`config.mk`:
```
export PLATFORM = sky130hd
export DESIGN_NAME = pitch_scoreboard
export DESIGN_NICKNAME = d
export VERILOG_FILES = /design/src/rtl/pitch_pkg.sv /design/src/rtl/btn_condition.sv /design/src/rtl/pitch_ctrl.sv /design/src/rtl/pitch_dp.sv /design/src/rtl/pitch_scoreboard.sv
export SDC_FILE = /design/constraint.sdc
export NUM_CORES = 1
export LEC_CHECK = 0
export ABC_AREA = 1
export CORE_ASPECT_RATIO = 0.9
export CORE_MARGIN = 2
export CORE_UTILIZATION = 40
export DETAILED_ROUTE_END_ITERATION = 16
export PLACE_DENSITY_LB_ADDON = 0.1
export SYNTH_ARGS = -nofsm -noshare
export SYNTH_HDL_FRONTEND = slang
export SYNTH_SLANG_ARGS = --single-unit
```
`constraint.sdc`:
```
create_clock -name clk -period 2.25 [get_ports clk]
set_input_delay 0.3375 -clock clk [delete_from_list [all_inputs] [get_ports clk]]
set_output_delay 0.3375 -clock clk [all_outputs]
set_load 0.01 [all_outputs]
```
`src/rtl/pitch_pkg.sv`:
```
package pitch_pkg;
  typedef struct packed {
    logic clear;
    logic addStrike;
    logic addBall;
  } pitch_cmd_t;

  typedef struct packed {
    logic hit;
    logic strike;
    logic ball;
  } pitch_evt_t;
endpackage

```
`src/rtl/btn_condition.sv`:
```
module btn_condition #(
  parameter int SYNC_STAGES     = 2,
  parameter int DEBOUNCE_CYCLES = 16
) (
  input  logic clk,
  input  logic rstAsync,
  input  logic rawLvl,
  output logic pressPulse
);
  localparam int CNT_W = $clog2(DEBOUNCE_CYCLES + 1);

  logic [SYNC_STAGES-1:0] syncQ;
  logic                   syncLvl;
  logic                   stableLvl;
  logic                   prevLvl;
  logic [CNT_W-1:0]       debCnt;

  always_ff @(posedge clk or posedge rstAsync) begin
    if (rstAsync) syncQ <= '0;
    else          syncQ <= {syncQ[SYNC_STAGES-2:0], rawLvl};
  end

  assign syncLvl = syncQ[SYNC_STAGES-1];

  always_ff @(posedge clk or posedge rstAsync) begin
    if (rstAsync) begin
      stableLvl <= 1'b0;
      debCnt    <= '0;
    end else if (syncLvl == stableLvl) begin
      debCnt <= '0;
    end else if (debCnt == CNT_W'(DEBOUNCE_CYCLES - 1)) begin
      stableLvl <= syncLvl;
      debCnt    <= '0;
    end else begin
      debCnt <= debCnt + 1'b1;
    end
  end

  always_ff @(posedge clk or posedge rstAsync) begin
    if (rstAsync) prevLvl <= 1'b0;
    else          prevLvl <= stableLvl;
  end

  assign pressPulse = stableLvl & ~prevLvl;

  AST_SINGLE_PULSE: assert property (@(posedge clk) disable iff (rstAsync)
    pressPulse |=> !pressPulse);

  AST_DEBOUNCE_FOLLOW: assert property (@(posedge clk) disable iff (rstAsync)
    !$stable(stableLvl) |-> (stableLvl == $past(syncLvl)));
endmodule

```
`src/rtl/pitch_ctrl.sv`:
```
module pitch_ctrl
  import pitch_pkg::*;
(
  input  pitch_evt_t evt,
  input  logic       strikeFull,
  input  logic       ballFull,
  output pitch_cmd_t cmd
);
  always_comb begin
    cmd = '0;
    if (evt.hit) begin
      cmd.clear = 1'b1;
    end else if (evt.strike) begin
      if (strikeFull) cmd.clear     = 1'b1;
      else            cmd.addStrike = 1'b1;
    end else if (evt.ball) begin
      if (ballFull) cmd.clear   = 1'b1;
      else          cmd.addBall = 1'b1;
    end
  end
endmodule

```
`src/rtl/pitch_dp.sv`:
```
module pitch_dp
  import pitch_pkg::*;
#(
  parameter int STRIKE_LEDS = 2,
  parameter int BALL_LEDS   = 3
) (
  input  logic                   clk,
  input  logic                   rstAsync,
  input  pitch_cmd_t             cmd,
  output logic [STRIKE_LEDS-1:0] strikeCnt,
  output logic [BALL_LEDS-1:0]   ballCnt,
  output logic                   strikeFull,
  output logic                   ballFull
);
  always_ff @(posedge clk or posedge rstAsync) begin
    if (rstAsync) begin
      strikeCnt <= '0;
      ballCnt   <= '0;
    end else if (cmd.clear) begin
      strikeCnt <= '0;
      ballCnt   <= '0;
    end else if (cmd.addStrike) begin
      strikeCnt <= {strikeCnt[STRIKE_LEDS-2:0], 1'b1};
    end else if (cmd.addBall) begin
      ballCnt <= {ballCnt[BALL_LEDS-2:0], 1'b1};
    end
  end

  assign strikeFull = strikeCnt[STRIKE_LEDS-1];
  assign ballFull   = ballCnt[BALL_LEDS-1];

  AST_CMD_ONEHOT: assert property (@(posedge clk) disable iff (rstAsync)
    $onehot0({cmd.clear, cmd.addStrike, cmd.addBall}));

  AST_STRIKE_THERM: assert property (@(posedge clk) disable iff (rstAsync)
    ((strikeCnt & (strikeCnt + 1'b1)) == '0));

  AST_BALL_THERM: assert property (@(posedge clk) disable iff (rstAsync)
    ((ballCnt & (ballCnt + 1'b1)) == '0));
endmodule

```
`src/rtl/pitch_scoreboard.sv`:
```
module pitch_scoreboard
  import pitch_pkg::*;
#(
  parameter int SYNC_STAGES     = 2,
  parameter int DEBOUNCE_CYCLES = 16,
  parameter int STRIKE_LEDS     = 2,
  parameter int BALL_LEDS       = 3
) (
  input  logic                   clk,
  input  logic                   rstAsync,
  input  logic                   btnBall,
  input  logic                   btnStrike,
  input  logic                   btnHit,
  output logic [STRIKE_LEDS-1:0] strikeLeds,
  output logic [BALL_LEDS-1:0]   ballLeds
);
  localparam int NUM_BTNS = 3;

  logic [NUM_BTNS-1:0] rawBtns;
  logic [NUM_BTNS-1:0] pulses;
  pitch_evt_t          evt;
  pitch_cmd_t          cmd;
  logic                strikeFull;
  logic                ballFull;

  assign rawBtns = {btnHit, btnStrike, btnBall};

  for (genvar g = 0; g < NUM_BTNS; g++) begin : g_btn
    btn_condition #(
      .SYNC_STAGES    (SYNC_STAGES),
      .DEBOUNCE_CYCLES(DEBOUNCE_CYCLES)
    ) i_cond (
      .clk       (clk),
      .rstAsync  (rstAsync),
      .rawLvl    (rawBtns[g]),
      .pressPulse(pulses[g])
    );
  end

  assign evt = pitch_evt_t'(pulses);

  pitch_ctrl i_ctrl (
    .evt       (evt),
    .strikeFull(strikeFull),
    .ballFull  (ballFull),
    .cmd       (cmd)
  );

  pitch_dp #(
    .STRIKE_LEDS(STRIKE_LEDS),
    .BALL_LEDS  (BALL_LEDS)
  ) i_dp (
    .clk       (clk),
    .rstAsync  (rstAsync),
    .cmd       (cmd),
    .strikeCnt (strikeLeds),
    .ballCnt   (ballLeds),
    .strikeFull(strikeFull),
    .ballFull  (ballFull)
  );

  AST_WALK_CLEARS: assert property (@(posedge clk) disable iff (rstAsync)
    (evt.ball && !evt.strike && !evt.hit && ballLeds[BALL_LEDS-1])
      |=> (ballLeds == '0 && strikeLeds == '0));

  AST_STRIKEOUT_CLEARS: assert property (@(posedge clk) disable iff (rstAsync)
    (evt.strike && !evt.hit && strikeLeds[STRIKE_LEDS-1])
      |=> (ballLeds == '0 && strikeLeds == '0));

  AST_HIT_CLEARS: assert property (@(posedge clk) disable iff (rstAsync)
    evt.hit |=> (ballLeds == '0 && strikeLeds == '0));

  AST_IDLE_HOLDS: assert property (@(posedge clk) disable iff (rstAsync)
    (pulses == '0) |=> ($stable(ballLeds) && $stable(strikeLeds)));
endmodule

```
After elaboration in Yosys (flattened, before gate mapping)
Cells that the tools add are included.

RAM bits: 0. Memories kept: 0. Register bits: 32. Bits in latches: 0. Output and inout port bits: 5. ROM bits: 0. Input bits: 5.

Shift operators: 0. Reductions and logical operators: 6. Add/subtract/negate cells: 3. $lt $le $gt $ge: 0. Mux-type cells: 22. Div/mod/pow operators: 0. Bitwise gates (word level): 9. Multipliers: 0. Eq/ne operators: 7.

Operator list (count): $mux W5 (6); $add A5 B1 Y5 const B (3); $eq A5 B4 Y1 const B (3); $mux W1 (10); $mux W3 (3); $reduce_and A2 Y1 (4); $mux W2 (3); $not A1 Y1 (6); $reduce_bool A2 Y1 (2); $and A1 B1 Y1 (3); $eq A1 B1 Y1 (3); $ne A2 B1 Y1 const B (1).

Depth between registers and ports, before layout
Depth in word-level cells: 8. Mapped depth: 6.

By module
From an unflattened synthesis, not the netlist that was laid out.

Cells, all modules: 154. Area, all modules: 1345.0 µm².

By module, submodules not included: btn_condition (area each 359.1 µm², times used 3, cells each 39, seq. area each 225.2 µm²); pitch_dp (area each 227.7 µm², times used 1, cells each 28, seq. area each 125.1 µm²); pitch_ctrl (area each 40.0 µm², times used 1, cells each 9, seq. area each 0.0 µm²).

Worst setup path after synthesis
OpenSTA, ideal clock, no wires.

Path kind: reg2reg. Start point: register g_btn[1].i_cond.debCnt[0]. End point: register g_btn[1].i_cond.debCnt[3]. Required time: 2130 ps. Buffers on the path: 0. Cell stages (with the launch flop): 7. Arrival: 919 ps. Setup time: 120 ps. Slack: 1212 ps. Clock period less this slack: 1038 ps. Path through: dfrtp_1 > ha_1 > nand2_1 > nor2_1 > nand2_1 > nand2b_1 > nor2_1.

Word-level cells in the longest chain between the ends: 3. Elaborated cells on any way between the ends: 4. Those cells by class: add/sub: 1; eq/ne: 1; mux: 2.

RTL lines: start: declaration (line btn_condition.sv:16) `logic [CNT_W-1:0] debCnt;`; start signal: assignment (line btn_condition.sv:35) `debCnt <= debCnt + 1'b1;`; $add A5 B1 Y5 / $eq A5 B4 Y1 (equally long branches) (line btn_condition.sv:35, btn_condition.sv:31); $mux W5 (*) (line btn_condition.sv:31) `end else if (debCnt == CNT_W'(DEBOUNCE_CYCLES - 1)) begin`; $mux W5 (*) (line btn_condition.sv:29) `end else if (syncLvl == stableLvl) begin`.

Every way passes the cells marked *; elsewhere a longest branch is shown, timed or not. A chain may end at the register's enable or synchronous reset.

Final worst setup path
Start point: register i_dp.ballCnt[2]. End point: output port ballLeds[2].

RTL lines: start: declaration (line pitch_dp.sv:11) `output logic [BALL_LEDS-1:0] ballCnt,`; start signal: assignment (line pitch_dp.sv:25) `ballCnt <= {ballCnt[BALL_LEDS-2:0], 1'b1};`; end: declaration (line pitch_scoreboard.sv:15) `output logic [BALL_LEDS-1:0] ballLeds`.

No word-level cell between the ends.

==> metrics.txt <==
CTS HTree Levels=2; WHS=0.3556 ns; post-DP HPWL=1300 um; DIE HEIGHT=57.51 um; Clock power frac=34.0%; Max Buffers Root-to-Sink=2; switching share of power=23.07%; setup TNS=0 ns; CP startpoint=i_dp.ballCnt[2]; sequential fraction of the synthesis area=62.93%; CTS buffer count=5; core area=3043 um^2; Comb pwr share=5.2%; Total GRT Usage=12.51%; Final setup violation count=0; Pre-antenna DRT Iters=2; Initial Util=41.82%; Tcrit/Tclk final=70.62%; CP max stage cell=clkdlybuf4s50_1; Worst-Skew Late Latency=0.32 ns; Synth Register Bits=32; Cells after Synth=124; min-delay src=g_btn[0].i_cond.syncQ[0]; Lkg Pwr=0.6955 nW; # diodes=0; largest net degree at the start of global routing=33; most frequent cells in the layout=dfrtp_1 (32), nor2_1 (20), inv_1 (18), nand2_1 (17), clkdlybuf4s50_1 (9); VDD IR-drop max=379.9 uV; CP cell instances=clkdlybuf4s50_1; Fillers=303; yosys warns=0; layout cells sized above 1=8.571%; drc violations=0; ANT nets after route=0; DR WL/cell=9.863 um; measured slew at the worst slew-check pin=0.3932 ns; IO Pins=10; Max Fclk=629.3 MHz; Clk pin slew, worst setup/hold paths=0.10 ns; GPL Wtd Cong=0.7276; Die Wd=63.45 um; Tmin final=1.589 ns; via count of the routed design=807; Port Buffers=9; Hold Buf Count CTS=0; Layout area overhead=15.44%; pwr/cell area=678.4 nW/um^2; outcome=complete, no violations; max_cap viols=0; Iter 0 DRT Violations=13; die area=3649 um^2; initial antenna violation count=0; net count after synthesis=132; Remaining Overflow, GRT=0; CP Class=flop to output pin; CP peak stage delay=0.54 ns; fin. max-slew vios=0; Rel. slew slack=73.79%; Worst Hold Class=flop to flop; vias in the first global route=826; Clock Sinks=32; Setup Skew=0.003910 ns; num rows=19; Psw=229.9 uW; Post-Syn Area=1272 um^2; CP delay by family, top=buffers and inverters; root buffer cell=clkbuf_4; WL final=1795 um; Syn Area/Cell=10.26 um^2; CP Max Fanout=3; Reg power frac=60.8%; RSZ-0062 raised after global routing=false; Worst setup EP type=output pin; post_cts resized=0; cell-internal power=766.6 uW; layout net count=147; CTS tree=built; post-synth cell types=18; CP bufs+invs=1; arrival time at the worst endpoint=1.25 ns; Data required, critical path=1.91 ns; Fin. Hold Viols=0; setup bufs post-CTS=0; most common cell after layout, fill and taps aside=dfrtp_1; DR vias/cell=4.434; first-pass GRT wire length=3422 um; Worst Setup Start Kind=flop; Reg2Reg Launch Point=g_btn[1].i_cond.debCnt[0]
==> power groups by stage <==
stage	Sequential (mW)	Combinational [mW]	Clock, mW
6_report	0.606	0.0519	0.338
5_1_grt	0.609	0.0633	0.383
3_5_place_dp	0.618	0.0535	0
4_1_cts	0.606	0.0537	0.354
3_3_place_gp	0.617	0.0520	0
2_1_floorplan	0.616	0.0343	0
==> cell usage after synthesis, drive strengths merged <==
cell type  count  area share [%]
dfrtp         32              63
nor2          20             5.9
inv           18             5.3
nand2         18             5.5
nand3          7             3.5
nand4          4             2.0
a21oi          3             1.2
ha             3             3.0
nand2b         3             1.5
nor3           3             1.2
nor3b          3             1.8
xnor2          3             2.1
xor2           3             2.1
buf            2             1.2
o21ai          1            0.39
o21bai         1            0.59
==> metrics by stage <==
stage,util (%),std cells,power [mW],instance area (um^2),setup WS [ns]
after global placement,46.26,174,0.6692,1408,1.038
final,48.27,182,0.9965,1469,0.6610
after detailed placement,46.26,174,0.6714,1408,1.013
after CTS,48.27,182,1.014,1469,0.6413
after global routing,48.27,182,1.055,1469,0.5845
after floorplan,-,124,0.6503,1272,1.212
==> layer usage <==
layer	GRT usage, %	vias to the layer above	share of wire, %
li1	-	419	-
met3	5.325	6	4.0
met1	14.82	370	48
met4	6.522	0	2.4
met2	19.55	12	45
met5	0	-	0
==> layout make-up <==
type	instances	area (um^2)	share of cell area [%]
Clock inverter	2	10.01	0.6814
Sequential cell	32	800.8	54.51
Tap cell	42	52.55	3.578
Timing Repair Buffer	10	97.59	6.644
Inverter	18	67.56	4.600
Clock buffer	6	51.30	3.492
Multi-Input combinational cell	72	389.1	26.49
==> sequential cells by signal, indices dropped and copies added, names as in the netlist <==
signal                  cells
g_btn.i_cond.debCnt        15
g_btn.i_cond.prevLvl        3
g_btn.i_cond.stableLvl      3
g_btn.i_cond.syncQ          6
i_dp.ballCnt                3
i_dp.strikeCnt              2
==> kinds of logic after synthesis <==
kind of cell               count (synthesis)  share of synthesized area (%)
buffers and inverters                     20                          6.489
xor gates and xnor gates                   6                          4.131
adders and majority gates                  3                          2.950
AOI/OAI and AO/OA                          5                          2.163
DFF                                       32                          62.93
and+or+nand+nor                           58                          21.34
==> worst paths after layout <==
kind,end,depth (start not counted),slack (ns)
worst max-delay path,ballLeds[2],1,0.66
worst min-delay path,g_btn[0].i_cond.syncQ[1],0,0.36
worst max register to register,g_btn[1].i_cond.debCnt[3],6,1.09
worst min register to register,g_btn[0].i_cond.syncQ[1],0,0.36
max in group asynchronous,g_btn[2].i_cond.debCnt[3],3,1.58
min in group asynchronous,g_btn[0].i_cond.debCnt[3],3,0.38
(Power assumes the default switching activity.)
